$ cat src/rtl/lss_pkg.sv
package lss_pkg;
  localparam int LABEL_W   = 20;
  localparam int ENTRY_BYTES = 4;
  localparam int IP_KEY_W  = 256;
  localparam logic [LABEL_W-1:0] ELI_VALUE = 20'd7;

  localparam int V4_FIRST = 12;
  localparam int V4_LAST  = 19;
  localparam int V6_FIRST = 8;
  localparam int V6_LAST  = 39;

  typedef enum logic [1:0] {
    KIND_LABELS  = 2'd0,
    KIND_IPV4    = 2'd1,
    KIND_IPV6    = 2'd2,
    KIND_ENTROPY = 2'd3
  } key_kind_e;

  typedef enum logic [1:0] {
    ST_STACK   = 2'd0,
    ST_PAYLOAD = 2'd1,
    ST_RESULT  = 2'd2,
    ST_DRAIN   = 2'd3
  } scan_state_e;
endpackage

$ cat src/rtl/lss_entry_collect.sv
module lss_entry_collect
  import lss_pkg::*;
(
  input  logic               clk,
  input  logic               rst_n,
  input  logic               clear,
  input  logic               take,
  input  logic [7:0]         byte_in,
  output logic               entry_done,
  output logic [LABEL_W-1:0] entry_label,
  output logic               entry_bos
);
  localparam int CNT_W = $clog2(ENTRY_BYTES);
  localparam int ACC_W = 8 * (ENTRY_BYTES - 1);

  logic [CNT_W-1:0] bcnt_q;
  logic [ACC_W-1:0] acc_q;

  // label and flag both live in the first three bytes
  assign entry_done  = take && (bcnt_q == CNT_W'(ENTRY_BYTES - 1));
  assign entry_label = acc_q[ACC_W-1 -: LABEL_W];
  assign entry_bos   = acc_q[0];

  always_ff @(posedge clk) begin
    if (!rst_n || clear) begin
      bcnt_q <= '0;
      acc_q  <= '0;
    end else if (take) begin
      bcnt_q <= bcnt_q + CNT_W'(1);
      acc_q  <= {acc_q[ACC_W-9:0], byte_in};
    end
  end
endmodule

$ cat src/rtl/lss_label_history.sv
module lss_label_history
  import lss_pkg::*;
#(
  parameter int DEPTH = 3
) (
  input  logic                     clk,
  input  logic                     rst_n,
  input  logic                     clear,
  input  logic                     push,
  input  logic [LABEL_W-1:0]       label,
  input  logic                     bos,
  output logic [DEPTH*LABEL_W-1:0] keys_next,
  output logic                     el_found_next,
  output logic [LABEL_W-1:0]       el_next
);
  logic [LABEL_W-1:0] hist_q [DEPTH];
  logic [LABEL_W-1:0] hist_n [DEPTH];
  logic               eli_pend_q, el_found_q;
  logic [LABEL_W-1:0] el_q;

  for (genvar g = 0; g < DEPTH; g++) begin : g_hist
    if (g == 0) begin : g_head
      assign hist_n[g] = push ? label : hist_q[g];
    end else begin : g_tail
      assign hist_n[g] = push ? hist_q[g-1] : hist_q[g];
    end
    assign keys_next[g*LABEL_W +: LABEL_W] = hist_n[g];

    always_ff @(posedge clk) begin
      if (!rst_n || clear) hist_q[g] <= '0;
      else                 hist_q[g] <= hist_n[g];
    end
  end

  // the entry after an indicator becomes the entropy label (deepest pair wins)
  assign el_found_next = el_found_q || (push && eli_pend_q);
  assign el_next       = (push && eli_pend_q) ? label : el_q;

  always_ff @(posedge clk) begin
    if (!rst_n || clear) begin
      eli_pend_q <= 1'b0;
      el_found_q <= 1'b0;
      el_q       <= '0;
    end else begin
      el_found_q <= el_found_next;
      el_q       <= el_next;
      if (push) eli_pend_q <= (label == ELI_VALUE) && !bos;
    end
  end

  assert_pending_clears_R5: assert property (@(posedge clk) disable iff (!rst_n)
    (eli_pend_q && push && !clear) |=> el_found_q);
endmodule

$ cat src/rtl/lss_ip_grab.sv
module lss_ip_grab
  import lss_pkg::*;
(
  input  logic                clk,
  input  logic                rst_n,
  input  logic                clear,
  input  logic                take,
  input  logic [7:0]          byte_in,
  output logic                done_now,
  output key_kind_e           kind_next,
  output logic [IP_KEY_W-1:0] ip_next
);
  localparam int PC_W = $clog2(V6_LAST + 2);

  logic [PC_W-1:0]     pcnt_q;
  key_kind_e           ver_q, ver_cur;
  logic [IP_KEY_W-1:0] ip_q;
  logic                in_v4, in_v6, cap;

  always_comb begin
    ver_cur = ver_q;
    if (pcnt_q == '0) begin
      case (byte_in[7:4])
        4'd4:    ver_cur = KIND_IPV4;
        4'd6:    ver_cur = KIND_IPV6;
        default: ver_cur = KIND_LABELS;
      endcase
    end
  end

  assign in_v4 = (ver_cur == KIND_IPV4) && (pcnt_q >= PC_W'(V4_FIRST)) && (pcnt_q <= PC_W'(V4_LAST));
  assign in_v6 = (ver_cur == KIND_IPV6) && (pcnt_q >= PC_W'(V6_FIRST)) && (pcnt_q <= PC_W'(V6_LAST));
  assign cap   = take && (in_v4 || in_v6);

  assign ip_next   = cap ? {ip_q[IP_KEY_W-9:0], byte_in} : ip_q;
  assign kind_next = ver_cur;
  assign done_now  = take && ((ver_cur == KIND_LABELS)
                   || ((ver_cur == KIND_IPV4) && pcnt_q == PC_W'(V4_LAST))
                   || ((ver_cur == KIND_IPV6) && pcnt_q == PC_W'(V6_LAST)));

  always_ff @(posedge clk) begin
    if (!rst_n || clear) begin
      pcnt_q <= '0;
      ver_q  <= KIND_LABELS;
      ip_q   <= '0;
    end else if (take) begin
      pcnt_q <= pcnt_q + PC_W'(1);
      ver_q  <= ver_cur;
      ip_q   <= ip_next;
    end
  end

  assert_v4_span_R6: assert property (@(posedge clk) disable iff (!rst_n)
    (ver_q == KIND_IPV4) |-> (pcnt_q <= PC_W'(V4_LAST + 1)));
endmodule

$ cat src/rtl/lstack_scan.sv
module lstack_scan
  import lss_pkg::*;
#(
  parameter int WINDOW    = 8,
  parameter int KEY_DEPTH = 3,
  localparam int DW   = $clog2(WINDOW + 1),
  localparam int KL_W = KEY_DEPTH * 20
) (
  input  logic            clk,
  input  logic            rst_n,
  input  logic            in_valid,
  output logic            in_ready,
  input  logic [7:0]      in_data,
  input  logic            in_last,
  input  logic            cfg_slowpath,
  input  logic            cfg_payload_en,
  output logic            res_valid,
  output logic [DW-1:0]   res_depth,
  output logic            res_malformed,
  output logic            res_exception,
  output logic [1:0]      res_kind,
  output logic [KL_W-1:0] res_key_labels,
  output logic [255:0]    res_key_ip
);
  localparam logic [DW-1:0] WIN_D = DW'(WINDOW);

  scan_state_e         state_q;
  logic                accept, take_stack, take_pay, clear_pkt, saw_last_q;
  logic [DW-1:0]       depth_q, depth_inc;
  logic                mal_q, exc_q;
  key_kind_e           kind_q;
  logic [KL_W-1:0]     lbl_q;
  logic [IP_KEY_W-1:0] ip_q;

  logic                entry_done, entry_bos;
  logic [LABEL_W-1:0]  entry_label;
  logic [KL_W-1:0]     keys_next;
  logic                el_found_next;
  logic [LABEL_W-1:0]  el_next;
  logic                grab_done;
  key_kind_e           grab_kind;
  logic [IP_KEY_W-1:0] grab_ip;

  assign in_ready   = (state_q != ST_RESULT);
  assign accept     = in_valid && in_ready;
  assign take_stack = accept && (state_q == ST_STACK);
  assign take_pay   = accept && (state_q == ST_PAYLOAD);
  assign clear_pkt  = ((state_q == ST_RESULT) && saw_last_q)
                   || ((state_q == ST_DRAIN) && accept && in_last);
  assign depth_inc  = depth_q + DW'(1);

  lss_entry_collect u_collect (
    .clk, .rst_n, .clear(clear_pkt), .take(take_stack), .byte_in(in_data),
    .entry_done, .entry_label, .entry_bos
  );

  lss_label_history #(.DEPTH(KEY_DEPTH)) u_hist (
    .clk, .rst_n, .clear(clear_pkt), .push(entry_done), .label(entry_label),
    .bos(entry_bos), .keys_next, .el_found_next, .el_next
  );

  lss_ip_grab u_grab (
    .clk, .rst_n, .clear(clear_pkt), .take(take_pay), .byte_in(in_data),
    .done_now(grab_done), .kind_next(grab_kind), .ip_next(grab_ip)
  );

  always_ff @(posedge clk) begin
    if (!rst_n) begin
      state_q    <= ST_STACK;
      saw_last_q <= 1'b0;
      depth_q    <= '0;
      mal_q      <= 1'b0;
      exc_q      <= 1'b0;
      kind_q     <= KIND_LABELS;
      lbl_q      <= '0;
      ip_q       <= '0;
    end else begin
      case (state_q)
        ST_STACK: if (take_stack) begin
          if (entry_done && entry_bos) begin
            depth_q <= depth_inc;
            ip_q    <= '0;
            if (el_found_next) begin
              lbl_q  <= KL_W'(el_next);
              kind_q <= KIND_ENTROPY;
            end else begin
              lbl_q  <= keys_next;
              kind_q <= KIND_LABELS;
            end
            if (el_found_next || !cfg_payload_en || in_last) begin
              state_q    <= ST_RESULT;
              saw_last_q <= in_last;
            end else begin
              state_q <= ST_PAYLOAD;
            end
          end else if (entry_done && depth_inc == WIN_D) begin
            depth_q    <= depth_inc;
            mal_q      <= !cfg_slowpath;
            exc_q      <= cfg_slowpath;
            lbl_q      <= '0;
            ip_q       <= '0;
            kind_q     <= KIND_LABELS;
            state_q    <= ST_RESULT;
            saw_last_q <= in_last;
          end else if (in_last) begin
            depth_q    <= entry_done ? depth_inc : depth_q;
            mal_q      <= 1'b1;
            lbl_q      <= '0;
            ip_q       <= '0;
            kind_q     <= KIND_LABELS;
            state_q    <= ST_RESULT;
            saw_last_q <= 1'b1;
          end else if (entry_done) begin
            depth_q <= depth_inc;
          end
        end
        ST_PAYLOAD: if (take_pay) begin
          if (grab_done) begin
            kind_q     <= grab_kind;
            ip_q       <= grab_ip;
            state_q    <= ST_RESULT;
            saw_last_q <= in_last;
          end else if (in_last) begin
            kind_q     <= KIND_LABELS;
            ip_q       <= '0;
            state_q    <= ST_RESULT;
            saw_last_q <= 1'b1;
          end
        end
        ST_RESULT: begin
          state_q <= saw_last_q ? ST_STACK : ST_DRAIN;
          if (saw_last_q) begin
            depth_q <= '0;
            mal_q   <= 1'b0;
            exc_q   <= 1'b0;
          end
        end
        default: if (accept && in_last) begin
          state_q <= ST_STACK;
          depth_q <= '0;
          mal_q   <= 1'b0;
          exc_q   <= 1'b0;
        end
      endcase
    end
  end

  assign res_valid      = (state_q == ST_RESULT);
  assign res_depth      = depth_q;
  assign res_malformed  = mal_q;
  assign res_exception  = exc_q;
  assign res_kind       = kind_q;
  assign res_key_labels = lbl_q;
  assign res_key_ip     = ip_q;

  assert_flags_exclusive_R3: assert property (@(posedge clk) disable iff (!rst_n)
    !(res_malformed && res_exception));
  assert_flagged_key_zero_R3: assert property (@(posedge clk) disable iff (!rst_n)
    (res_valid && (res_malformed || res_exception)) |-> (res_key_labels == '0 && res_key_ip == '0));
  assert_single_pulse_R10: assert property (@(posedge clk) disable iff (!rst_n)
    res_valid |=> !res_valid);
  assert_depth_cap_R2: assert property (@(posedge clk) disable iff (!rst_n)
    res_depth <= WIN_D);
  assert_exc_full_window_R2: assert property (@(posedge clk) disable iff (!rst_n)
    (res_valid && res_exception) |-> (res_depth == WIN_D));
  assert_entropy_alone_R5: assert property (@(posedge clk) disable iff (!rst_n)
    (res_valid && res_kind == KIND_ENTROPY) |-> ((res_key_labels >> LABEL_W) == '0 && res_key_ip == '0));
endmodule

$ cat config.mk
export PLATFORM = sky130hd
export DESIGN_NAME = lstack_scan
export DESIGN_NICKNAME = d
export VERILOG_FILES = /design/src/rtl/lss_pkg.sv /design/src/rtl/lss_entry_collect.sv /design/src/rtl/lss_label_history.sv /design/src/rtl/lss_ip_grab.sv /design/src/rtl/lstack_scan.sv
export SDC_FILE = /design/constraint.sdc
export NUM_CORES = 2
export LEC_CHECK = 0
export ABC_AREA = 1
export BUFFER_PORTS_ARGS = -buffer_cell sky130_fd_sc_hd__buf_2
export CAP_MARGIN = 20
export CORE_UTILIZATION = 59
export DETAILED_ROUTE_END_ITERATION = 6
export PLACE_DENSITY_LB_ADDON = 0.12
export SLEW_MARGIN = 20
export SYNTH_ARGS = -nofsm -noshare
export SYNTH_HDL_FRONTEND = slang
export SYNTH_SLANG_ARGS = --single-unit
$ cat constraint.sdc
create_clock -name clk -period 2 [get_ports clk]
set_input_delay 0.1 -clock clk [delete_from_list [all_inputs] [get_ports clk]]
set_output_delay 0.1 -clock clk [all_outputs]
set_load 0.03 [all_outputs]
; Word level (Yosys, flattened, before mapping)
; Memories as Yosys holds them, arrays and structs flattened.
; Index checks and enable logic that the tools add are counted.
[op_classes]
n_reduce_logical = 46
bitwise_logic = 4
n_mux = 68
n_lt_le_gt_ge = 4
n_eq_ne = 21
add_sub_neg = 3
[op_table]
columns = op, n
row1 = two-way mux 256 bit, 7
row2 = one-hot mux 256 bit (2 select lines), 1
row3 = two-way mux 60 bit, 4
row4 = two-way mux 20 bit, 7
row5 = two-way mux 2 bit, 17
row6 = two-way mux 4 bit, 6
row7 = "equality test 20 x 3 -> 1 bit, second input constant", 1
row8 = logical AND 1 bit, 20
row9 = two-way mux 1 bit, 19
row10 = ">= comparator 6 x 4 -> 1 bit, second input constant", 2
row11 = one-hot mux 4 bit (3 select lines), 1
row12 = AND reduction 6 bit, 2
row13 = AND reduction 3 bit, 3
row14 = "equality test 2 bit, second input constant", 4
row15 = "equality test 4 x 3 -> 1 bit, second input constant", 2
row16 = logical OR 1 bit, 8
row17 = "!= test 2 x 1 -> 1 bit, second input constant", 4
row18 = one-hot mux 2 bit (2 select lines), 2
row19 = "adder 6 x 1 -> 6 bit, second input constant", 1
row20 = "equality test 6 x 5 -> 1 bit, second input constant", 1
row21 = "equality test 6 bit, second input constant", 1
row22 = "<= comparator 6 x 5 -> 1 bit, second input constant", 1
row23 = "<= comparator 6 bit, second input constant", 1
row24 = zero test 6 bit, 1
row25 = other kinds (19), 30
[totals]
out_inout_bits = 326
memories = 1
ram_bits = 60
word_cells = 163
inputBits = 14
ff_bits = 639
[memory_table]
columns = name, depth, word_bits, rd, rd_ports_with_merged_regs, wr, line
row1 = u_hist.hist_q, 3, 20, 3, 0, 3, lss_label_history.sv:16  ; logic [LABEL_W-1:0] hist_q [DEPTH];

; Depth between registers and ports, before layout
[depth]
word_depth = 12
depth_mapped = 16

; Cells and area by module
; From an unflattened synthesis, not the netlist that was laid out.
[hier_totals]
hier_cells = 5701
hier_area_um2 = 36677.7
[by_module_without_submodules]
columns = module, area_per_inst_um2, cells_per_inst, instances, seq_area_each_um2
row1 = lstack_scan, 19603.8, 3089, 1, 6546.3
row2 = lss_ip_grab, 12478.2, 1999, 1, 5285.1
row3 = lss_label_history, 3340.7, 474, 1, 1641.6
row4 = lss_entry_collect, 1255.0, 139, 1, 520.5

; Worst setup path after synthesis
; OpenSTA, ideal clock, no wires.
[synth_timing]
path_type = flip-flop to flip-flop
from = register depth_q[0], in the netlist res_depth[0]
to = register lbl_q[10], in the netlist res_key_labels[10]
stages_incl_launch_ff = 15
setup_time_ns = 0.132
path_slack_ns = 0.080
synth_period_minus_slack_ns = 1.920
t_required_ns = 1.868
arrival_ns = 1.788
path_buffers = 2
cell_sequence = dfxtp_1 ha_1 inv_1 nand2_1 nand3_1 nor2_1 nand2_1 nand2_2 nor2_1 inv_1 nand2_1 buf_4 buf_6 nand2_1 a21oi_1
[synth_between]
elab_chain_cells = 5
word_cells_on_any_way = 7
[synth_lines]
columns = item, line
row1 = "start, declared", lstack_scan.sv:29  ; logic [DW-1:0] depth_q, depth_inc;
row2 = "start signal, assigned", lstack_scan.sv:81  ; depth_q <= depth_inc;
row3 = "start signal, assigned", lstack_scan.sv:97  ; depth_q <= depth_inc;
row4 = "start signal, assigned", lstack_scan.sv:106  ; depth_q <= entry_done ? depth_inc : depth_q;
row5 = adder 4 x 1 -> 4 bit (*), lstack_scan.sv:50  ; assign depth_inc = depth_q + DW'(1);
row6 = equality test 4 bit (*), lstack_scan.sv:96  ; end else if (entry_done && depth_inc == WIN_D) begin
row7 = logical AND 1 bit (*), lstack_scan.sv:96
row8 = nonzero test 3 bit (no line) / two-way mux 60 bit (equally long branches), n/a
row9 = AND reduction 3 bit (no line) / two-way mux 60 bit (equally long branches), n/a
row10 = "end signal, assigned", lstack_scan.sv:84  ; lbl_q <= KL_W'(el_next);
row11 = "end signal, assigned", lstack_scan.sv:87  ; lbl_q <= keys_next;
row12 = "end, declared", lstack_scan.sv:32  ; logic [KL_W-1:0] lbl_q;
; Mark *: on every way between the ends. The rest lies on a longest branch, timed or not.
; A chain may end at the register's enable or synchronous reset.

; Worst setup path after layout
[layout_timing]
from = register u_grab.pcnt_q[2]
to = register ip_q[221], in the netlist res_key_ip[221]
[layout_between]
elab_chain_cells = 11
word_cells_on_any_way = 26
[layout_lines]
columns = item, line
row1 = "start, declared", lss_ip_grab.sv:15  ; logic [PC_W-1:0] pcnt_q;
row2 = "start signal, assigned", lss_ip_grab.sv:47  ; pcnt_q <= pcnt_q + PC_W'(1);
row3 = "parallel branches: the longest is 8 deep, another holds >= comparator 6 x 4 -> 1 bit", n/a
row4 = two-way mux 256 bit (*), lstack_scan.sv:118  ; if (grab_done) begin
row5 = two-way mux 256 bit (*), lstack_scan.sv:117  ; ST_PAYLOAD: if (take_pay) begin
row6 = one-hot mux 256 bit (2 select lines) (*), lstack_scan.sv:78  ; case (state_q)
row7 = "end signal, assigned", lstack_scan.sv:120  ; ip_q <= grab_ip;
row8 = "end, declared", lstack_scan.sv:33  ; logic [IP_KEY_W-1:0] ip_q;
; Mark *: on every way between the ends. The select of a mux whose other input is x is not followed.

==> flow_metrics.py <==
metrics = {
    "yosys": {
        "syn_area_per_cell_um2": 6.995,
        "synth_area_um2": 32950,
        "yosysUniqueCellTypes": 41,
        "seq_area_frac_synth_pct": 42.47,
        "synth_top_area_share_pct": 42.47,
        "ys_ff_latch": 699,
        "synthCells": 4710,
        "synthTopCellsByArea": "dfxtp_1, a21oi_1, nand2_1",
        "synth_top_area_cell": "dfxtp_1",
        "yosysWarnings": 0,
        "synthesis.nets": 4729,
    },
    "clock_network": {
        "clk_pin_slew_ns": 0.06,
        "cts-root-buf": "clkbuf_16",
        "cts_tree": "yes",
        "htree_num_levels": 3,
        "clk_latency_ns": 0.61,
        "clock_sinks": 699,
        "cts_buffer_depth": 3,
        "cts_buffers": 73,
    },
    "status": {
        "violations": "design-rule violations, negative setup slack",
        "status": "finished, violations left",
    },
    "floorplanning": {
        "die_h_um": 238.3,
        "die_w_um": 238.3,
        "core-area_um2": 55090,
        "io_pins": 340,
        "fp-row-count": 86,
        "die-area_um2": 56790,
        "start_util_pct": 59.80,
    },
    "worst_setup_path": {
        "max_stage_delay_ns": 0.34,
        "cp_max_fo": 7,
        "arrival_ns": 2.72,
        "rr_worst_depth": 14,
        "cp-start-kind": "flip-flop",
        "worst_setup_path_end_kind": "flip-flop",
        "worstSetupPathType": "flip-flop to flip-flop",
        "crit_path_top_delay_cell": "dfxtp_1",
        "path_cells": "nor2_4, nand2_2, nor2_4, nand2_1, nand2_2, nand3_4, nand2_8, buf_12, buf_16, clkbuf_16, nand3_2, nand3_1, nand2_1, a21oi_1",
        "critPathRequiredTime_ns": 2.52,
    },
    "timing": {
        "worst_slew_pin_slew_ns": 0.9454,
        "layout_setup_ws_ns": -0.1934,
        "finalHoldViolations": 0,
        "slew_violations": 0,
        "skew_ns": 0.01409,
        "max_freq_mhz": 455.9,
        "relSlewSlack_pct": 36.97,
        "timing.final.crit_share_pct": 109.7,
        "rsz0062_at_grt": "true",
        "setup_viol_count_final": 325,
        "fin_crit_ns": 2.193,
    },
    "finish": {
        "layout.nets": 5046,
        "fill_cells": 4161,
        "stdcell_count": 5831,
        "drive_gt1_share_pct": 21.26,
        "syn_to_final_growth_pct": 26.75,
        "final_common_cell": "nand2_1",
        "final_cell_mix": "nand2_1, a21oi_1, dfxtp_1",
    },
    "hold_path": {
        "worstHoldPathType": "input port to flip-flop",
        "min_path_cells": 6,
    },
    "power": {
        "power.density_nw_per_um2": 792.3,
        "power_leakage_nw": 15.58,
        "total_power_w": 0.03309,
        "vdd_drop_max_v": 0.0006085,
    },
    "global_routing": {
        "antenna_found_initial": 2,
        "grt_max_degree": 206,
        "grt-ovfl-total": 0,
        "grt_pass1_vias": 30942,
        "track_usage_pct": 35.13,
        "grt_first_pass_wirelength_um": 164200,
    },
    "route": {
        "firstDrtPassIters": 7,
        "vias": 35248,
        "remaining_drc_errors": 8,
        "routedWlPerCell_um": 19.17,
        "antenna_left": 0,
        "initialDrtViolationCount": 4321,
        "finalWirelength_um": 111800,
        "avgViaCountPerCell": 6.045,
    },
    "placed_design": {
        "place_hpwl_um": 63340,
        "port_buffers": 339,
        "placedCellCount": 5637,
        "gp_congestion": 0.8608,
    },
    "job": {
        "drv_cap": 0,
    },
}
## metrics by stage
stage	setup TNS [ns]	area, um^2	hold WS [ns]	setup slack, ns	utilization, %
after global routing	-63.84	41760	0.04625	-0.2742	75.80
after detailed placement	-18.90	36690	0.4025	-0.1422	66.59
final	-23.70	41760	0.02565	-0.1934	75.80
after floorplan	0	32950	0.2490	0.08005	-
after CTS	-11.01	39550	0.008388	-0.09203	71.80
after global placement	-14.15	36690	0.4034	-0.1355	66.59
## registers in the layout, summed over array words and instances, names as in the netlist, 2 cells and up
signal            cells
res_depth             4
res_key_ip          256
res_key_labels       60
res_kind              2
state_q               2
u_collect.acc_q      24
u_collect.bcnt_q      2
u_grab.ip_q         256
u_grab.pcnt_q         6
u_grab.ver_q          2
u_hist.el_q          20
u_hist.hist_q        60
## worst paths after layout
| path | from | end | slack, ns |
|---|---|---|---|
| setup / recovery | u_grab.pcnt_q[2] | res_key_ip[221] | -0.19 |
| hold / removal | rst_n | u_grab.pcnt_q[5] | 0.03 |
| setup reg to reg | u_grab.pcnt_q[2] | res_key_ip[221] | -0.19 |
| hold reg to reg | u_collect.acc_q[2] | u_collect.acc_q[10] | 0.46 |
## routing by layer
metal	share of wire, %	vias up	GRT usage (%)
li1	-	16632	-
met1	41	16597	48.93
met2	46	1763	54.93
met3	9.7	256	5.854
met4	3.3	0	12.22
met5	0	-	0
## timing repair
action / CTS / global route
endpoints found under the hold margin: 23 / 0
resized for setup: 36 / 312
hold buffers: 11 / 0
pin swaps: 3 / 64
cloned: 5 / 36
buffers inserted: 6 / 5
endpoints found under the setup margin: 353 / 566
## cell type report
type                    instances  area (um^2)  share of cell area, %
multi-input cells            3234        17040                  40.79
repair buffers                659         5988                  14.34
clock buffers                 113         2215                  5.303
well taps                     748        935.9                  2.241
diodes                          2        5.005                0.01198
inverters                     358         1386                  3.320
flip-flops and latches        699        14000                  33.51
clock inverters                16        186.4                 0.4464
repair inverters                2        13.76                0.03296
## where the power goes
part / internal, W / switching, W / total [W]
clock network: 0.00813 / 0.00577 / 0.0139
registers: 0.0144 / 0.000425 / 0.0148
logic: 0.00129 / 0.00307 / 0.00436
## worst max-delay path, delay by kind of cell, from the launching register on
| kind | cells | cell delay [ns] |
|---|---|---|
| flip-flops | 1 | 0.34 |
| buffers and inverters | 3 | 0.42 |
| AO/OA/AOI/OAI | 1 | 0.18 |
| AND/OR/NAND/NOR | 10 | 1.17 |
## cells in the mapped netlist (all sizes together)
master	number
a21oi	873
a22oi	1
a31oi	1
buf	215
clkbuf	208
clkinv	1
dfxtp	699
ha	5
inv	357
mux2i	4
nand2	1018
nand3	535
nand4	6
nor2	122
nor2b	1
nor3	8
nor4	2
o211ai	1
o21a	5
o21ai	351
o21bai	1
o22a	15
o22ai	1
o31ai	256
or2	21
xnor2	1
xor2	2
## logic make-up (layout without fill, tap and decap cells)
family,Yosys count,count (layout),share of synthesized area (%)
adders and majority gates,5,5,0.1899
xor gates and xnor gates,3,3,0.07977
muxes,4,4,0.1215
DFF,699,699,42.47
other,0,2,0
buffers and inverters,781,1148,10.08
and+or+nand+nor,1713,1717,22.00
AOI/OAI and AO/OA,1505,1505,25.06
No activity file was read; power rests on OpenSTA's default activity.
